--- config.mk ---
export PLATFORM = sky130hd
export DESIGN_NAME = ovf_tally
export DESIGN_NICKNAME = d
export VERILOG_FILES = /design/src/rtl/ovf_tally_pkg.sv /design/src/rtl/ovf_tally_count.sv /design/src/rtl/ovf_tally_stage.sv /design/src/rtl/ovf_tally_view.sv /design/src/rtl/ovf_tally.sv
export SDC_FILE = /design/constraint.sdc
export NUM_CORES = 1
export LEC_CHECK = 0
export CAP_MARGIN = 25
export CORE_UTILIZATION = 60
export CTS_CLUSTER_SIZE = 40
export DETAILED_ROUTE_END_ITERATION = 16
export GPL_ROUTABILITY_DRIVEN = 0
export PLACE_DENSITY = 0.82
export REMOVE_ABC_BUFFERS = 1
export SLEW_MARGIN = 25
export SYNTH_ARGS = -nofsm -noshare
export SYNTH_HDL_FRONTEND = slang
export SYNTH_SLANG_ARGS = --single-unit
export TNS_END_PERCENT = 30
--- constraint.sdc ---
create_clock -name clk -period 5.4 [get_ports clk]
set_input_delay 1.08 -clock clk [delete_from_list [all_inputs] [get_ports clk]]
set_output_delay 1.08 -clock clk [all_outputs]
set_load 0.02 [all_outputs]
--- src/rtl/ovf_tally_pkg.sv ---
package ovf_tally_pkg;

   // number of bus slots needed to cover a count of cw bits with bw-bit slots
   function automatic int slot_count(input int cw, input int bw);
      return (cw + bw - 1) / bw;
   endfunction

   // width of the most significant slot
   function automatic int top_width(input int cw, input int bw);
      return cw - (slot_count(cw, bw) - 1) * bw;
   endfunction

   function automatic int sel_width(input int cw, input int bw);
      return (slot_count(cw, bw) < 2) ? 1 : $clog2(slot_count(cw, bw));
   endfunction

endpackage

--- src/rtl/ovf_tally_count.sv ---
module ovf_tally_count #(
   parameter int CNT_W = 20
) (
   input  logic             clk,
   input  logic             rst_n,
   input  logic             inc,
   input  logic             load,
   input  logic [CNT_W-1:0] load_val,
   output logic [CNT_W-1:0] cnt
);

   logic [CNT_W-1:0] base;
   logic [CNT_W-1:0] nxt;

   // a load replaces the base value; a coinciding increment still applies
   always_comb begin
      base = load ? load_val : cnt;
      nxt  = base + {{(CNT_W-1){1'b0}}, inc};
   end

   always_ff @(posedge clk or negedge rst_n) begin
      if (!rst_n)
         cnt <= '0;
      else if (load || inc)
         cnt <= nxt;
   end

endmodule

--- src/rtl/ovf_tally_stage.sv ---
module ovf_tally_stage #(
   parameter int BYTE_W = 8,
   parameter int NSTG   = 2,
   parameter int SEL_W  = 2
) (
   input  logic                     clk,
   input  logic                     rst_n,
   input  logic                     wr,
   input  logic [SEL_W-1:0]         sel,
   input  logic [BYTE_W-1:0]        wdata,
   output logic [NSTG*BYTE_W-1:0]   stage_q
);

   for (genvar k = 0; k < NSTG; k++) begin : g_slot
      logic hit;
      assign hit = wr && (sel == SEL_W'(k));

      always_ff @(posedge clk or negedge rst_n) begin
         if (!rst_n)
            stage_q[k*BYTE_W +: BYTE_W] <= '0;
         else if (hit)
            stage_q[k*BYTE_W +: BYTE_W] <= wdata;
      end
   end

endmodule

--- src/rtl/ovf_tally_view.sv ---
module ovf_tally_view #(
   parameter int CNT_W  = 20,
   parameter int BYTE_W = 8,
   parameter int NREG   = 3,
   parameter int TOP_W  = 4,
   parameter int SEL_W  = 2
) (
   input  logic                    clk,
   input  logic                    rst_n,
   input  logic                    capture,
   input  logic [SEL_W-1:0]        sel,
   input  logic [CNT_W-1:0]        cnt,
   output logic [CNT_W-BYTE_W-1:0] snap,
   output logic [BYTE_W-1:0]       rdata
);

   localparam int SNAP_W = CNT_W - BYTE_W;

   logic [BYTE_W-1:0] words [NREG];

   always_ff @(posedge clk or negedge rst_n) begin
      if (!rst_n)
         snap <= '0;
      else if (capture)
         snap <= cnt[CNT_W-1:BYTE_W];
   end

   assign words[0] = cnt[BYTE_W-1:0];

   for (genvar k = 1; k < NREG; k++) begin : g_word
      if (k == NREG - 1) begin : g_top
         if (TOP_W == BYTE_W) begin : g_full
            assign words[k] = snap[SNAP_W-1 -: BYTE_W];
         end else begin : g_part
            assign words[k] = {{(BYTE_W-TOP_W){1'b0}}, snap[SNAP_W-1 -: TOP_W]};
         end
      end else begin : g_mid
         assign words[k] = snap[(k-1)*BYTE_W +: BYTE_W];
      end
   end

   always_comb begin
      rdata = '0;
      for (int k = 0; k < NREG; k++)
         if (sel == SEL_W'(k))
            rdata = words[k];
   end

endmodule

--- src/rtl/ovf_tally.sv ---
module ovf_tally
   import ovf_tally_pkg::*;
#(
   parameter  int CNT_W  = 20,
   parameter  int BYTE_W = 8,
   localparam int NREG   = slot_count(CNT_W, BYTE_W),
   localparam int SEL_W  = sel_width(CNT_W, BYTE_W)
) (
   input  logic              clk,
   input  logic              rst_n,
   input  logic              ovf_pulse,
   input  logic              tmr_run,
   input  logic [SEL_W-1:0]  bus_sel,
   input  logic              bus_rd,
   input  logic              bus_wr,
   input  logic [BYTE_W-1:0] bus_wdata,
   output logic [BYTE_W-1:0] bus_rdata
);

   localparam int TOP_W = top_width(CNT_W, BYTE_W);
   localparam int NSTG  = NREG - 1;

   if (BYTE_W < 2) begin : g_bad_byte
      $error("ovf_tally: BYTE_W must be at least 2");
   end
   if (CNT_W <= BYTE_W) begin : g_bad_cnt
      $error("ovf_tally: CNT_W must exceed BYTE_W");
   end

   logic                    inc;
   logic                    commit;
   logic                    capture;
   logic [CNT_W-1:0]        cnt_q;
   logic [CNT_W-1:0]        load_val;
   logic [NSTG*BYTE_W-1:0]  stage_q;
   logic [CNT_W-BYTE_W-1:0] snap_q;
   logic                    unused_wd;

   assign inc       = ovf_pulse && tmr_run;
   assign commit    = bus_wr && (bus_sel == SEL_W'(NREG-1));
   assign capture   = bus_rd && (bus_sel == '0);
   assign load_val  = {bus_wdata[TOP_W-1:0], stage_q};
   assign unused_wd = ^bus_wdata;

   ovf_tally_stage #(
      .BYTE_W (BYTE_W),
      .NSTG   (NSTG),
      .SEL_W  (SEL_W)
   ) u_stage (
      .clk     (clk),
      .rst_n   (rst_n),
      .wr      (bus_wr),
      .sel     (bus_sel),
      .wdata   (bus_wdata),
      .stage_q (stage_q)
   );

   ovf_tally_count #(
      .CNT_W (CNT_W)
   ) u_count (
      .clk      (clk),
      .rst_n    (rst_n),
      .inc      (inc),
      .load     (commit),
      .load_val (load_val),
      .cnt      (cnt_q)
   );

   ovf_tally_view #(
      .CNT_W  (CNT_W),
      .BYTE_W (BYTE_W),
      .NREG   (NREG),
      .TOP_W  (TOP_W),
      .SEL_W  (SEL_W)
   ) u_view (
      .clk     (clk),
      .rst_n   (rst_n),
      .capture (capture),
      .sel     (bus_sel),
      .cnt     (cnt_q),
      .snap    (snap_q),
      .rdata   (bus_rdata)
   );

endmodule

==> results.toml <==
[die]
start_util = 0.629
die_w_um = 69.8
rows = 24
die-area_mm2 = 0.00487
core_mm2 = 0.00438
boundaryPins = 24
die_height_um = 69.8

[sta]
tightest_slew_ns = 0.799
hold_violations = 0
fin_crit_ns = 4.13
final_max_slew_viol_count = 0
tns_ns = 0
slew_headroom = 0.465
post-route-period-util = 0.764
finClkSkew_ns = 0.00681
final-setup-viol-count = 0
max_freq_ghz = 0.242
rsz0062_at_grt = "no"

[global_routing]
grt_antenna_before_repair = 0
grt.overflow.total = 0
grtUsageMet3 = 0.0494
grt_pass1_wl_um = 9670
grt_usage = 0.255
use_met1 = 0.371
grt_max_degree = 49
grt_use_met2 = 0.392
grt_pass1_vias = 1933
busiest_layer = "met2"

[layout]
final_layout_size_suffix_gt1_frac = 0.173
diodes = 0
fill_cells = 317
mostFrequentLayoutCells = "dfrtp_1, nand2_1, mux2_2"
final_common_cell = "dfrtp_1"
multiInputGateArea_mm2 = 0.00149
area_growth_pct = 14.1
final_core_util = 0.717
fin_cells = 336
seq_area_mm2 = 0.00120
nNetsFinal = 301

[synth]
yosys_warnings = 0
async_flop_share = 1.00
ys.flop_type = "dfrtp_1"
syn_inst = 259
synth_top_area_cell = "dfrtp_1"
synth_cell_type_count = 34
netlist.area_leader.share = 0.436
yosys-top-cells-area = "dfrtp_1, mux2_2, xor2_1"
ys_seq_elements = 48
synth_edf_count = 0
netlist_area_mm2 = 0.00276
synth.avg_cell_area_um2 = 10.6
synth-seq-area-share = 0.436

[detailed_routing]
dr.pass1.iters = 5
drt.antenna.violating_nets = 0
wirelength_um = 5800
wl_per_cell_um = 17.3
first_iter_violations = 130
post-route-drc-count = 0
vias_per_cell = 6.14
vias = 2062

[worst_setup_path]
critical_path.endpoint_type = "primary output"
crit_start = "bus_sel[0]"
critPathMaxFanout = 13
critPathLaunchType = "input port"
critPathKind = "input port to primary output"
ff2ff_path_depth = 9
critPathRequiredTime_ns = 4.32
r2r-start = "u_count.cnt[0]$_DFFE_PN0P_"
worstPathArrival_ns = 3.05

[cts]
max-clock-path-buffers = 2
cts-root-buf = "clkbuf_8"
numCtsBuffers = 5
cts.sinks = 48
ctsResizeCount = 0
post_cts_buffers = 0
cts.hold.buffers_added = 0
htree_levels = 2
path_clk_slew_ns = 0.08
cts_tree = "done"
worstSkewPairLatency_ns = 0.30

[min_path]
whs_path_depth = 1
min_path_type = "register to register"
hp-start = "u_view.snap[7]$_DFFE_PN0P_"

[power_and_ir_drop]
leakage_nw = 1.34
ir_drop_uv = 254
p_total_mw = 1.13
power.density_mw_per_mm2 = 359

[place]
port_buffers = 23
dpl.cell_count = 328
dp_hpwl_um = 4200

[outcome]
outcome = "completed"

[flow_run]
cap_violations = 0
state kept, by name, indices dropped and copies added, names as in the netlist:
register         flops
u_stage.stage_q     16
u_count.cnt         20
u_view.snap         12
worst paths after layout:
check / endpoint / slack (ns)
min in group asynchronous: u_view.snap[6]$_DFFE_PN0P_ / 0.77
setup / recovery: bus_rdata[0] / 1.27
hold / removal: u_view.snap[7]$_DFFE_PN0P_ / 0.52
max in group asynchronous: u_count.cnt[14]$_DFFE_PN0P_ / 4.21
setup reg to reg: u_count.cnt[16]$_DFFE_PN0P_ / 3.20
hold reg to reg: u_view.snap[7]$_DFFE_PN0P_ / 0.52
synthesized netlist by cell type, drive strengths merged (2+ instances only):
cell type / number
dfrtp: 48
mux2: 29
nand2: 29
xor2: 25
mux2i: 21
nand3: 19
and3: 12
nor2: 12
xnor2: 9
nand4: 8
o21ai: 8
a21oi: 7
buf: 6
and4: 3
clkbuf: 3
inv: 3
nor3b: 3
a21boi: 2
ha: 2
nor2b: 2
o32ai: 2
report_power, final:
part | leakage, nW | internal [mW] | total (mW) | switching (mW)
sequential | 0.573 | 0.460 | 0.571 | 0.112
combinational | 0.704 | 0.154 | 0.276 | 0.122
clock | 0.0645 | 0.163 | 0.283 | 0.119
critical path, cell delays in order:
cell	delay (ns)
clkdlybuf4s50_1	0.77
nor2b_1	0.39
nand2_1	0.10
o21ai_0	0.08
clkdlybuf4s50_1	0.63
cell families after synthesis:
family          share of synthesized area
compound gates                     0.0549
xor+xnor                            0.108
fa+ha+maj                         0.00908
buf+inv                            0.0231
flops                               0.436
mux                                 0.195
simple gates                        0.174
area by class of cell:
cell class,instances,share of cell area
Clock buffer,7,0.0306
Clock inverter,1,0.00955
Inverter,3,0.00358
Multi-Input combinational cell,199,0.474
Sequential cell,48,0.382
Tap cell,52,0.0207
Timing Repair Buffer,26,0.0796
stage by stage:
| stage | worst slack (ns) | instance area, um^2 | hold slack, ns |
|---|---|---|---|
| floorplan | 2.08 | 2700 | 0.479 |
| global placement | 1.25 | 3020 | 0.490 |
| detailed placement | 1.20 | 3020 | 0.502 |
| CTS | 1.29 | 3150 | 0.521 |
| global route | 1.15 | 3150 | 0.536 |
| finish | 1.27 | 3150 | 0.521 |
routing by layer:
metal / vias up / share of wire
met5: - / 0
met4: 0 / 0.019
met3: 16 / 0.063
met2: 86 / 0.45
met1: 994 / 0.47
li1: 966 / -
(Power assumes the default switching activity.)
